<file path="src/rtl/spi_chan_pkg.sv">
package spi_chan_pkg;

    localparam int unsigned WLEN_W  = 5;
    localparam int unsigned MODE_W  = 2;
    localparam int unsigned DIV_W   = 4;
    localparam int unsigned EXT_W   = 8;
    localparam int unsigned GUARD_W = 2;

    typedef enum logic [MODE_W-1:0] {
        XFER_DUPLEX  = 2'd0,
        XFER_RX_ONLY = 2'd1,
        XFER_TX_ONLY = 2'd2,
        XFER_RSVD    = 2'd3
    } xfer_mode_e;

    typedef enum logic [2:0] {
        ST_IDLE,
        ST_LEAD,
        ST_SHIFT,
        ST_TRAIL,
        ST_GAP
    } chan_state_e;

    typedef struct packed {
        logic [WLEN_W-1:0]  wlen;
        xfer_mode_e         mode;
        logic [GUARD_W-1:0] guard;
        logic               lin;
        logic [DIV_W-1:0]   div;
        logic [EXT_W-1:0]   ext;
    } chan_cfg_t;

endpackage

</file>
<file path="src/rtl/spi_half_div.sv">
module spi_half_div #(
    parameter int unsigned DIV_W = 4,
    parameter int unsigned EXT_W = 8
) (
    input  logic             clk,
    input  logic             rst_n,
    input  logic             en,
    input  logic             lin,
    input  logic [DIV_W-1:0] div,
    input  logic [EXT_W-1:0] ext,
    output logic             tick
);
    localparam int unsigned POW_W = 2 ** DIV_W;
    localparam int unsigned LIN_W = DIV_W + EXT_W + 1;
    localparam int unsigned CNT_W = (POW_W > LIN_W) ? POW_W : LIN_W;

    logic [CNT_W-1:0] ratio;
    logic [CNT_W-1:0] cnt;

    // half-period length in reference cycles
    always_comb begin
        if (lin) begin
            ratio = CNT_W'({ext, div}) + CNT_W'(1);
        end else begin
            ratio = CNT_W'(1) << div;
        end
    end

    assign tick = en && (cnt == ratio - CNT_W'(1));

    always_ff @(posedge clk or negedge rst_n) begin
        if (!rst_n) begin
            cnt <= '0;
        end else if (!en || tick) begin
            cnt <= '0;
        end else begin
            cnt <= cnt + CNT_W'(1);
        end
    end
endmodule

</file>
<file path="src/rtl/spi_word_shifter.sv">
module spi_word_shifter #(
    parameter int unsigned DATA_W = 32,
    parameter int unsigned WLEN_W = 5
) (
    input  logic              clk,
    input  logic              rst_n,
    input  logic              load,
    input  logic [DATA_W-1:0] tx_word,
    input  logic [WLEN_W-1:0] wlen,
    input  logic              shift_en,
    input  logic              sample_en,
    input  logic              miso,
    output logic              tx_msb,
    output logic [DATA_W-1:0] rx_word
);
    localparam logic [WLEN_W:0] TOP_IDX = (WLEN_W + 1)'(DATA_W - 1);

    logic [DATA_W-1:0] tx_sh;
    logic [DATA_W-1:0] rx_sh;
    logic [WLEN_W:0]   align;

    // left-justify the active bits so the word's MSB sits at the top
    assign align = TOP_IDX - {1'b0, wlen};

    always_ff @(posedge clk or negedge rst_n) begin
        if (!rst_n) begin
            tx_sh <= '0;
            rx_sh <= '0;
        end else if (load) begin
            tx_sh <= tx_word << align;
            rx_sh <= '0;
        end else begin
            if (shift_en) begin
                tx_sh <= {tx_sh[DATA_W-2:0], 1'b0};
            end
            if (sample_en) begin
                rx_sh <= {rx_sh[DATA_W-2:0], miso};
            end
        end
    end

    assign tx_msb  = tx_sh[DATA_W-1];
    assign rx_word = rx_sh;
endmodule

</file>
<file path="src/rtl/spi_master_chan.sv">
module spi_master_chan
    import spi_chan_pkg::*;
#(
    parameter int unsigned DATA_W = 32
) (
    input  logic               clk,
    input  logic               rst_n,
    input  logic               start,
    input  logic [WLEN_W-1:0]  cfg_wlen,
    input  logic [MODE_W-1:0]  cfg_mode,
    input  logic [GUARD_W-1:0] cfg_guard,
    input  logic               cfg_lin,
    input  logic [DIV_W-1:0]   cfg_div,
    input  logic [EXT_W-1:0]   cfg_ext,
    input  logic [DATA_W-1:0]  tx_data,
    input  logic               miso,
    output logic               sclk,
    output logic               mosi,
    output logic               cs_n,
    output logic [DATA_W-1:0]  rx_data,
    output logic               rx_valid,
    output logic               busy
);
    localparam int unsigned HC_W = $clog2(2 * DATA_W) + 1;

    chan_state_e state_q, state_d;
    chan_cfg_t   cfg_q;
    logic [HC_W-1:0] hcnt;
    logic        tick;
    logic        cfg_ok, go;
    logic        lead_done, shift_done, trail_done, gap_done;
    logic        sample_en, shift_en, tx_msb;
    logic [DATA_W-1:0] rx_word;
    xfer_mode_e  act_mode;

    assign act_mode   = cfg_q.mode;
    assign cfg_ok     = (cfg_wlen >= WLEN_W'(3)) && (xfer_mode_e'(cfg_mode) != XFER_RSVD);
    assign go         = (state_q == ST_IDLE) && start && cfg_ok;
    assign lead_done  = tick && (hcnt == HC_W'({cfg_q.guard, 1'b0}));
    assign shift_done = tick && (hcnt == HC_W'({cfg_q.wlen, 1'b1}));
    assign trail_done = lead_done;
    assign gap_done   = tick && (hcnt == HC_W'(1));

    assign sample_en  = ((state_q == ST_LEAD) && lead_done) ||
                        ((state_q == ST_SHIFT) && tick && !hcnt[0]);
    assign shift_en   = (state_q == ST_SHIFT) && tick && hcnt[0] && !shift_done;

    assign busy = (state_q != ST_IDLE);
    assign mosi = !cs_n && (act_mode != XFER_RX_ONLY) && tx_msb;

    spi_half_div #(.DIV_W(DIV_W), .EXT_W(EXT_W)) u_div (
        .clk   (clk),
        .rst_n (rst_n),
        .en    (busy),
        .lin   (cfg_q.lin),
        .div   (cfg_q.div),
        .ext   (cfg_q.ext),
        .tick  (tick)
    );

    spi_word_shifter #(.DATA_W(DATA_W), .WLEN_W(WLEN_W)) u_shift (
        .clk       (clk),
        .rst_n     (rst_n),
        .load      (go),
        .tx_word   (tx_data),
        .wlen      (cfg_wlen),
        .shift_en  (shift_en),
        .sample_en (sample_en),
        .miso      (miso),
        .tx_msb    (tx_msb),
        .rx_word   (rx_word)
    );

    // next-state decision
    always_comb begin
        state_d = state_q;
        unique case (state_q)
            ST_IDLE:  if (go)         state_d = ST_LEAD;
            ST_LEAD:  if (lead_done)  state_d = ST_SHIFT;
            ST_SHIFT: if (shift_done) state_d = ST_TRAIL;
            ST_TRAIL: if (trail_done) state_d = ST_GAP;
            ST_GAP:   if (gap_done)   state_d = ST_IDLE;
            default:                  state_d = ST_IDLE;
        endcase
    end

    // state register
    always_ff @(posedge clk or negedge rst_n) begin
        if (!rst_n) begin
            state_q <= ST_IDLE;
        end else begin
            state_q <= state_d;
        end
    end

    // outputs, edge counter and latched configuration
    always_ff @(posedge clk or negedge rst_n) begin
        if (!rst_n) begin
            sclk     <= 1'b0;
            cs_n     <= 1'b1;
            rx_valid <= 1'b0;
            rx_data  <= '0;
            hcnt     <= '0;
            cfg_q    <= '0;
        end else begin
            rx_valid <= 1'b0;
            unique case (state_q)
                ST_IDLE: begin
                    hcnt <= '0;
                    sclk <= 1'b0;
                    if (go) begin
                        cs_n  <= 1'b0;
                        cfg_q <= '{wlen: cfg_wlen, mode: xfer_mode_e'(cfg_mode),
                                   guard: cfg_guard, lin: cfg_lin,
                                   div: cfg_div, ext: cfg_ext};
                    end
                end
                ST_LEAD: if (tick) begin
                    if (lead_done) begin
                        hcnt <= HC_W'(1);
                        sclk <= 1'b1;
                    end else begin
                        hcnt <= hcnt + HC_W'(1);
                    end
                end
                ST_SHIFT: if (tick) begin
                    if (hcnt[0]) begin
                        sclk <= 1'b0;
                        if (shift_done) begin
                            hcnt <= '0;
                            if (act_mode != XFER_TX_ONLY) begin
                                rx_valid <= 1'b1;
                                rx_data  <= rx_word;
                            end
                        end else begin
                            hcnt <= hcnt + HC_W'(1);
                        end
                    end else begin
                        sclk <= 1'b1;
                        hcnt <= hcnt + HC_W'(1);
                    end
                end
                ST_TRAIL: if (tick) begin
                    if (trail_done) begin
                        cs_n <= 1'b1;
                        hcnt <= '0;
                    end else begin
                        hcnt <= hcnt + HC_W'(1);
                    end
                end
                ST_GAP: if (tick) begin
                    hcnt <= hcnt + HC_W'(1);
                end
                default: begin
                    hcnt <= '0;
                    sclk <= 1'b0;
                    cs_n <= 1'b1;
                end
            endcase
        end
    end
endmodule

</file>
<file path="config.mk">
export PLATFORM = sky130hd
export DESIGN_NAME = spi_master_chan
export DESIGN_NICKNAME = d
export VERILOG_FILES = /design/src/rtl/spi_chan_pkg.sv /design/src/rtl/spi_half_div.sv /design/src/rtl/spi_word_shifter.sv /design/src/rtl/spi_master_chan.sv
export SDC_FILE = /design/constraint.sdc
export NUM_CORES = 1
export LEC_CHECK = 0
export BUFFER_PORTS_ARGS = -buffer_cell sky130_fd_sc_hd__buf_2
export CORE_MARGIN = 2
export CORE_UTILIZATION = 54
export CTS_CLUSTER_DIAMETER = 200
export DETAILED_ROUTE_END_ITERATION = 16
export GPL_ROUTABILITY_DRIVEN = 0
export GPL_TIMING_DRIVEN = 0
export PLACE_DENSITY_LB_ADDON = 0.12
export SLEW_MARGIN = 20
export SYNTH_ARGS = -nofsm -noshare
export SYNTH_HDL_FRONTEND = slang
export SYNTH_SLANG_ARGS = --single-unit
</file>
<file path="constraint.sdc">
create_clock -name clk -period 4.3 [get_ports clk]
set_input_delay 0.215 -clock clk [delete_from_list [all_inputs] [get_ports clk]]
set_output_delay 0.215 -clock clk [all_outputs]
set_load 0.005 [all_outputs]
</file>
==> results of run 1 <==
final cells by class:
cell class | instances | share of cell area
Clock buffer | 17 | 0.0393
Buffer | 61 | 0.0263
Clock inverter | 15 | 0.0127
Timing Repair Buffer | 122 | 0.0687
Inverter | 19 | 0.00729
Tap cell | 220 | 0.0255
Sequential cell | 147 | 0.341
Multi-Input combinational cell | 744 | 0.480
state kept, by name, indices dropped and copies added (netlist names):
name and cells:
u_shift.tx_sh 32, cfg_q 20, hcnt 7, rx_valid 1
sclk 1, rx_data 32, state_q 3, u_div.cnt 16
u_shift.rx_word 32, cs_n 1, act_mode 2
final timing paths:
path	startpoint	to	cells after the start
hold reg to reg	u_shift.rx_word[31]$_DFFE_PN0P_	u_shift.rx_word[31]$_DFFE_PN0P_	2
min in group asynchronous	rst_n	cfg_q[8]$_DFFE_PN0P_	2
max in group asynchronous	rst_n	cs_n$_DFFE_PN1P_	3
hold / removal	cfg_ext[6]	cfg_q[6]$_DFFE_PN0P_	3
setup reg to reg	cfg_q[10]$_DFFE_PN0P_	u_shift.tx_sh[18]$_DFFE_PN0P_	16
setup / recovery	cfg_q[10]$_DFFE_PN0P_	u_shift.tx_sh[18]$_DFFE_PN0P_	16
cells in the final DEF, fill, tap and decap left out, types with 8 or more instances in the layout:
cell,count
xor2_1,18
o211ai_1,8
clkbuf_16,17
buf_2,101
clkbuf_1,36
and3_1,12
nor2_1,58
nor3_1,11
o21ai_0,59
o21ai_1,22
mux2i_1,44
buf_4,22
nand2b_1,12
xnor2_1,29
mux2_2,48
mux4_2,13
nor2b_1,11
a2bb2oi_2,9
dfrtp_1,144
inv_1,16
nand3_1,24
nand2_1,189
a21oi_1,30
o22ai_1,8
routing by layer:
layer  global-route usage  vias to the layer above  share of wire
li1                     -                     3751              -
met1                0.368                     3819           0.47
met2                0.422                      208           0.48
met3               0.0411                       47          0.039
met4               0.0715                        0          0.020
met5                    0                        -              0
cell families after synthesis:
group,share of synthesized area
buffers and inverters,0.0380
xor gates and xnor gates,0.0474
adders and majority gates,0.0138
muxes,0.143
AOI/OAI and AO/OA,0.155
and+or+nand+nor,0.197
DFF,0.406
power by group:
part / switching (uW) / internal (uW)
sequential: 261 / 1690
clock: 656 / 768
combinational: 1470 / 1210
total: 2390 / 3670
tightest hold or removal path: cells and delay by family:
family        cells  cell delay, ps
buf+inv           1              80
simple gates      2             110
per-stage QoR:
stage | instance area (um^2) | instances
after CTS | 10600 | 1333
after global placement | 9800 | 1284
after global routing | 10800 | 1345
after floorplan | 9060 | 971
final | 10800 | 1345
after detailed placement | 9840 | 1285
what timing repair did:
action                                 CTS  global route
endpoints found under the hold margin   61             0
hold buffers                             7             0
setup buffers                            9            12
pin swaps                                5            12
resized for setup                        7            36
gates cloned                             0             0
setup endpoints to repair              108           103
==> impl_metrics.yaml, run 1 <==
clock_tree:
  h-tree-depth: 4
  root_buffer: "clkbuf_16"
  numCtsBuffers: 17
  worstSkewPairLatency_ps: 420
  path_clk_slew_ps: 70
  clk_path_buf_depth: 2
  cts.sinks: 147
  cts_tree: "done"
floorplan:
  io_pins: 95
  initial_utilization: 0.550
  dieHeight_um: 134
  std_cell_rows: 47
  die_x_um: 134
  core_mm2: 0.0165
  die-area_mm2: 0.0178
synth:
  syn-num-nets: 1039
  synth.distinct_cells: 74
  async_reset_ff_frac: 1.00
  netlist.area_leader.share: 0.403
  yosys_register_bits: 147
  yosys_most_used_dff: "dfrtp_1"
  synth_common_cells: "nand2_1 (189), dfrtp_1 (146), o21ai_0 (61)"
  ys_top_cells_by_area: "dfrtp_1 (40%), nand2_1 (7.8%), mux2_2 (6.0%), mux2i_1 (5.1%), o21ai_0 (3.4%)"
  seq_area_frac_synth: 0.406
  synth_area_mm2: 0.00906
  avgSynthCellArea_um2: 9.33
  synth_top_area_cell: "dfrtp_1"
  synth.most_common_cell: "nand2_1"
  synth_edf_count: 0
  ys_warn_count: 0
  syn_inst: 971
grt:
  grt_util_all_layers: 0.261
  grt_pass1_vias: 7510
  grt_pass1_wl_um: 37500
  antenna_found_initial: 0
  grt_max_degree: 93
  gr-total-overflow: 0
sta:
  finalClockSkew_ps: 13.2
  hold_slack_ps: 10.7
  slew_headroom: 0.202
  fmax_mhz: 237
  slew_viol_final: 0
  hold_viol_final: 0
  fin_ws_ps: 73.2
  tns_ps: 0
  rsz0062_at_grt: "yes"
  period_needed_ps: 4230
  setup_viol: 0
  fin_crit_sh: 0.983
  worstMarginPinSlew_ps: 1190
pwr:
  leakage_uw: 0.00495
  power_density_mw_per_mm2: 561
  ir_drop_mv: 0.361
  power.total_uw: 6060
min_path:
  hold_path.class: "in -> reg"
setup_path:
  cp_max_fo: 10
  max_stage_delay_ps: 550
  critPathKind: "reg -> reg"
  path_cells: "buf_6 -> clkinvlp_4 -> ha_1 -> nor2b_1 -> a41oi_2 -> nand3b_4 -> or4_4 -> a211oi_2 -> a41oi_2 -> a2111oi_4 -> nand4b_1 -> or4_1 -> buf_4 -> buf_6 -> mux2i_2 -> o221ai_2"
  slowest_stage: "or4_1"
  end_kind: "flip-flop"
  critical_path_buf_inv_count: 4
  cp_data_arrival_time_ps: 4500
  start_kind: "flip-flop"
  r2r_setup_slack_ps: 70
  crit_required_ps: 4570
  crit_family: "simple AND/OR/NAND/NOR gates"
layout:
  nets: 1180
  layout-drive-gt1-share: 0.251
  fin_util: 0.657
  num-fill-cells: 1397
  num_antenna_cells: 0
  multi_input_area_mm2: 0.00518
  area_growth_pct: 19.3
  ff_latch_area_mm2: 0.00368
place:
  port_buffers: 93
  place_hpwl_um: 16400
  post-place-ws_ps: -563
route:
  drtAntennaViolNets: 0
  drt-initial-drc-count: 588
  routed_via_density: 5.82
  drc_errors: 0
  via_count: 7825
  wl_per_cell_um: 17.1
  drt_wl_total_um: 23000
  dr.pass1.iters: 5
flow_run:
  drv_cap: 0
outcome:
  run_status: "complete, no violations"
Power figures use the tool's default switching activity.
==> inputs of run 2 (changes only) <==
CELL_PAD_IN_SITES_DETAIL_PLACEMENT = 0   (was not set)
CELL_PAD_IN_SITES_GLOBAL_PLACEMENT = 1   (was not set)
CORE_UTILIZATION = 43   (was 54)
CTS_BUF_LIST = sky130_fd_sc_hd__clkbuf_4 sky130_fd_sc_hd__clkbuf_8   (was not set)
==> impl_metrics.yaml, run 2 (synthesis gave the netlist of run 1 again) <==
outcome:
  run_status: "complete, no violations"
grt:
  grt_max_degree: 80
  grt_util_all_layers: 0.226
  antenna_found_initial: 0
  gr-total-overflow: 0
  grt_pass1_vias: 7713
  grt_pass1_wl_um: 39900
route:
  drtAntennaViolNets: 0
  dr.pass1.iters: 5
  wl_per_cell_um: 17.2
  via_count: 7690
  drc_errors: 0
  routed_via_density: 5.47
  drt_wl_total_um: 24200
  drt-initial-drc-count: 386
clock_tree:
  h-tree-depth: 4
  cts_tree: "done"
  numCtsBuffers: 17
  worstSkewPairLatency_ps: 460
  path_clk_slew_ps: 100
  cts.sinks: 147
  root_buffer: "clkbuf_8"
  clk_path_buf_depth: 2
setup_path:
  start_kind: "flip-flop"
  path_cells: "inv_1 -> ha_2 -> nor4b_2 -> a21oi_2 -> ha_2 -> inv_2 -> nor4b_4 -> buf_4 -> nand3_1 -> xnor2_1 -> a2111oi_4 -> nand4b_1 -> or4_1 -> buf_6 -> buf_6 -> mux2i_1 -> o221ai_1"
  critical_path_buf_inv_count: 5
  slowest_stage: "dfrtp_2"
  max_stage_delay_ps: 450
  critPathKind: "reg -> reg"
  crit_required_ps: 4600
  cp_data_arrival_time_ps: 4400
  cp_max_fo: 10
  crit_family: "simple AND/OR/NAND/NOR gates"
  end_kind: "flip-flop"
floorplan:
  core_mm2: 0.0208
  io_pins: 95
  initial_utilization: 0.435
  dieHeight_um: 149
  die-area_mm2: 0.0222
  std_cell_rows: 53
  die_x_um: 149
flow_run:
  drv_cap: 0
layout:
  area_growth_pct: 18.3
  nets: 1185
  multi_input_area_mm2: 0.00513
  num-fill-cells: 2054
  ff_latch_area_mm2: 0.00368
  layout-drive-gt1-share: 0.236
  final_common_cell: "nand2_1"
  num_antenna_cells: 0
  postLayoutCellArea_mm2: 0.0107
  layout_common_cells: "nand2_1 (188), dfrtp_1 (144), buf_2 (101)"
  fin_util: 0.515
sta:
  worstMarginPinSlew_ps: 1090
  tns_ps: 0
  hold_viol_final: 0
  fin_crit_sh: 0.953
  setup_viol: 0
  slew_headroom: 0.269
  finalClockSkew_ps: 22.1
  period_needed_ps: 4100
  slew_viol_final: 0
  rsz0062_at_grt: "yes"
  fmax_mhz: 244
place:
  placed_cell_area_mm2: 0.00991
  place_hpwl_um: 17700
  port_buffers: 93
pwr:
  leakage_uw: 0.00489
  power.total_uw: 5600
  ir_drop_mv: 0.212
  power_density_mw_per_mm2: 523
min_path:
  hold_path.class: "in -> reg"
[run 2: cell types whose count changed in the layout (fill, tap and decap cells not counted), moves of 3 or more]
cell           change
clkbuf_1           -3
buf_4              -5
clkbuf_8          +18
dlygate4sd3_1     +12
clkbuf_16         -17
clkbuf_2           +3
[run 2: final timing paths]
kind | end | depth (start not counted) | start | slack (ps)
worst max-delay path | u_shift.tx_sh[18]$_DFFE_PN0P_ | 17 | cfg_q[9]$_DFFE_PN0P_ | 200
worst min-delay path | u_shift.tx_sh[29]$_DFFE_PN0P_ | 4 | cfg_wlen[4] | 210
worst max register to register | u_shift.tx_sh[18]$_DFFE_PN0P_ | 17 | cfg_q[9]$_DFFE_PN0P_ | 200
worst min register to register | u_shift.rx_word[31]$_DFFE_PN0P_ | 2 | u_shift.rx_word[31]$_DFFE_PN0P_ | 490
max in group asynchronous | cs_n$_DFFE_PN1P_ | 3 | rst_n | 3210
min in group asynchronous | cfg_q[1]$_DFFE_PN0P_ | 2 | rst_n | 290
[run 2: cell type report]
cell class,instances,area share
flip-flops and latches,147,0.344
well taps,275,0.0321
repair buffers,128,0.0752
inverters,19,0.00666
clock buffers,18,0.0231
clock inverters,14,0.0147
plain buffers,60,0.0262
multi-input cells,744,0.478
[run 2: repair_timing]
| action | 4_1_cts | 5_1_grt |
|---|---|---|
| hold buffers | 19 | 0 |
| pin swaps | 5 | 9 |
| gates resized for setup | 4 | 32 |
| setup endpoints to repair | 113 | 104 |
| buffers inserted | 11 | 4 |
| hold endpoints to repair | 96 | 0 |
[run 2: metrics by stage]
step                      hold slack [ps]  std cells  setup slack [ps]
after floorplan                     -80.6        971               304
final                                 214       1405               202
after global routing                  223       1405             -43.1
after global placement                405       1339              -695
after CTS                             173       1402              11.4
after detailed placement              256       1340              -690
[run 2: metal layers]
| layer | wire length [um] | GRT usage | vias up |
|---|---|---|---|
| met2 | 11500 | 0.371 | 144 |
| met3 | 782 | 0.0355 | 32 |
| met4 | 395 | 0.0624 | 0 |
| li1 | - | - | 3765 |
| met5 | 0 | 0 | - |
| met1 | 11500 | 0.312 | 3749 |
[run 2: where the power goes]
part	switching, uW	total [uW]	internal (uW)	leakage, uW
combinational	1400	2520	1120	0.00275
clock	625	1130	505	0.000206
sequential	260	1950	1690	0.00193
total	2290	5600	3310	0.00489
[run 2: worst reg2reg max path, stage by stage, from the launching register on]
cell and delay (ps):
dfrtp_2 450, inv_1 100, ha_2 230, nor4b_2 170, a21oi_2 210, ha_2 270
inv_2 70, nor4b_4 240, buf_4 200, nand3_1 100, xnor2_1 210, a2111oi_4 350
nand4b_1 210, or4_1 450, buf_6 160, buf_6 160, mux2i_1 200, o221ai_1 150
==> inputs of run 3 (changes only) <==
CORE_UTILIZATION = 44   (was 43)
CTS_CLUSTER_SIZE = 20   (was not set)
PLACE_DENSITY_LB_ADDON = 0.05   (was 0.12)
SYNTH_HIERARCHICAL = 1   (was not set)
==> impl_metrics.yaml, run 3 <==
sta:
  hold_viol_final: 0
  fmax_mhz: 222
  slew_viol_final: 0
  finalClockSkew_ps: 23.0
  period_needed_ps: 4510
  setup_viol: 91
  fin_ws_ps: -212
  rsz0062_at_grt: "yes"
  worstMarginPinSlew_ps: 818
  fin_crit_sh: 1.05
  slew_headroom: 0.449
  tns_ps: -9540
floorplan:
  dieHeight_um: 152
  initial_utilization: 0.446
  std_cell_rows: 54
  core_mm2: 0.0218
  die-area_mm2: 0.0232
  die_x_um: 152
  io_pins: 95
setup_path:
  crit_required_ps: 4620
  cp_max_fo: 10
  slowest_stage: "dfrtp_2"
  start_kind: "flip-flop"
  max_stage_delay_ps: 490
  end_kind: "flip-flop"
  critPathKind: "reg -> reg"
  path_cells: "ha_4 -> ha_4 -> or3b_4 -> o31ai_4 -> nor4_4 -> buf_4 -> and3_4 -> mux2_2 -> nor4bb_2 -> and4_1 -> buf_6 -> and3_4 -> nand2b_4 -> nor4b_4 -> and2_4 -> nand2_4 -> a21oi_4 -> buf_12 -> clkbuf_16 -> mux2i_1 -> nor2_1"
  cp_data_arrival_time_ps: 4830
clock_tree:
  numCtsBuffers: 17
  cts_tree: "done"
  cts.sinks: 147
  h-tree-depth: 4
  root_buffer: "clkbuf_8"
  clk_path_buf_depth: 2
  worstSkewPairLatency_ps: 450
  path_clk_slew_ps: 90
place:
  port_buffers: 94
  post-place-ws_ps: -997
  place_hpwl_um: 18500
layout:
  layout_common_cells: "dfrtp_1 (144), buf_2 (108), mux2i_1 (88)"
  final_common_cell: "dfrtp_1"
  num_antenna_cells: 0
  area_growth_pct: 27.1
  nets: 1167
  layout-drive-gt1-share: 0.353
  num-fill-cells: 1958
min_path:
  hold_path.class: "in -> reg"
synth:
  synth.most_common_cell: "dfrtp_1"
  synth_top_area_cell: "dfrtp_1"
  synth_edf_count: 0
  synth_area_mm2: 0.00970
  syn-num-nets: 986
  ys_warn_count: 6
  ys_top_cells_by_area: "dfrtp_1 (38%), mux2i_1 (9.4%), mux2_2 (6.4%), mux4_2 (5.6%), mux2_4 (2.9%)"
  yosys_register_bits: 147
  avgSynthCellArea_um2: 10.6
  synth.distinct_cells: 92
  syn_inst: 918
  synth_common_cells: "dfrtp_1 (146), mux2i_1 (91), nand2_1 (75), nor2_1 (75), mux2_2 (55)"
  netlist.area_leader.share: 0.377
  seq_area_frac_synth: 0.379
  yosys_most_used_dff: "dfrtp_1"
  async_reset_ff_frac: 1.00
route:
  drt_wl_total_um: 26900
  drtAntennaViolNets: 0
  via_count: 7857
  wl_per_cell_um: 19.3
  routed_via_density: 5.64
  dr.pass1.iters: 5
  drc_errors: 0
  drt-initial-drc-count: 451
grt:
  grt_pass1_vias: 7828
  grt_pass1_wl_um: 43300
  grt_max_degree: 76
  grt_util_all_layers: 0.231
  gr-total-overflow: 0
  antenna_found_initial: 0
outcome:
  violations: "negative setup slack"
  run_status: "finished, violations left"
pwr:
  leakage_uw: 0.00555
  ir_drop_mv: 0.240
  power.total_uw: 6150
  power_density_mw_per_mm2: 499
flow_run:
  drv_cap: 0
## run 3: layer usage
layer | routed length [um] | track usage | vias to the layer above
met3 | 829 | 0.0341 | 23
met5 | 0 | 0 | -
met2 | 13400 | 0.391 | 168
li1 | - | - | 3744
met4 | 300 | 0.0534 | 0
met1 | 12300 | 0.315 | 3922
## run 3: cells by family (layout without fill, tap and decap cells)
logic type                 after synthesis  after routing  synth area share
buffers and inverters                   85            279            0.0521
adders and majority gates               10             10            0.0129
xor gates and xnor gates                40             40            0.0404
DFF                                    147            147             0.379
AOI/OAI and AO/OA                      157            157             0.113
and+or+nand+nor                        288            288             0.156
muxes                                  191            191             0.247
## run 3: timing repair
action	4_1_cts	5_1_grt
endpoints found under the hold margin	86	1
hold buffers	16	1
setup buffers	34	11
resized for setup	83	49
pin swaps	19	24
gates cloned	3	6
endpoints found under the setup margin	103	108
## run 3: final cells by class
cell class	instances	area [um^2]	area share
buffer	63	583	0.0473
clock buffer	18	241	0.0196
clock inverter	14	156	0.0127
sequential	147	3680	0.299
tap	280	350	0.0284
multi-input combinational	686	5960	0.483
inverter	20	77.6	0.00630
timing repair buffer	164	1270	0.103
## run 3: worst max-delay path: cells and delay by family (launching register included)
family	cells	cell delay [ps]
simple gates	11	2080
mux	2	520
fa+ha+maj	2	420
buf+inv	4	620
compound gates	2	230
flops	1	490
## run 3: worst paths after layout
check	start	to	slack (ps)	cells after the start
max	cfg_q[8]$_DFFE_PN0P_	u_shift/rx_word[2]$_DFFE_PN0P_	-210	21
max reg2reg	cfg_q[8]$_DFFE_PN0P_	u_shift/rx_word[2]$_DFFE_PN0P_	-210	21
min	cfg_wlen[0]	cfg_q[17]$_DFFE_PN0P_	40	2
min reg2reg	u_shift/tx_sh[15]$_DFFE_PN0P_	u_shift/tx_sh[15]$_DFFE_PN0P_	490	1
max in group asynchronous	rst_n	sclk$_DFFE_PN0P_	3210	3
min in group asynchronous	rst_n	cfg_q[5]$_DFFE_PN0P_	280	2
## run 3: power by group
part	internal, uW	switching [uW]	total, uW
registers	1710	316	2030
clock network	496	622	1120
logic	1470	1530	3000
total	3680	2470	6150
## run 3: metrics by stage
stage,utilization,std cells,hold WS [ps],area [um^2]
2_1_floorplan,-,918,-80.6,9840
3_3_place_gp,0.490,1292,446,10700
3_5_place_dp,0.492,1293,210,10700
4_1_cts,0.548,1377,2.60,11900
5_1_grt,0.566,1392,8.89,12300
6_report,0.566,1392,41.4,12300
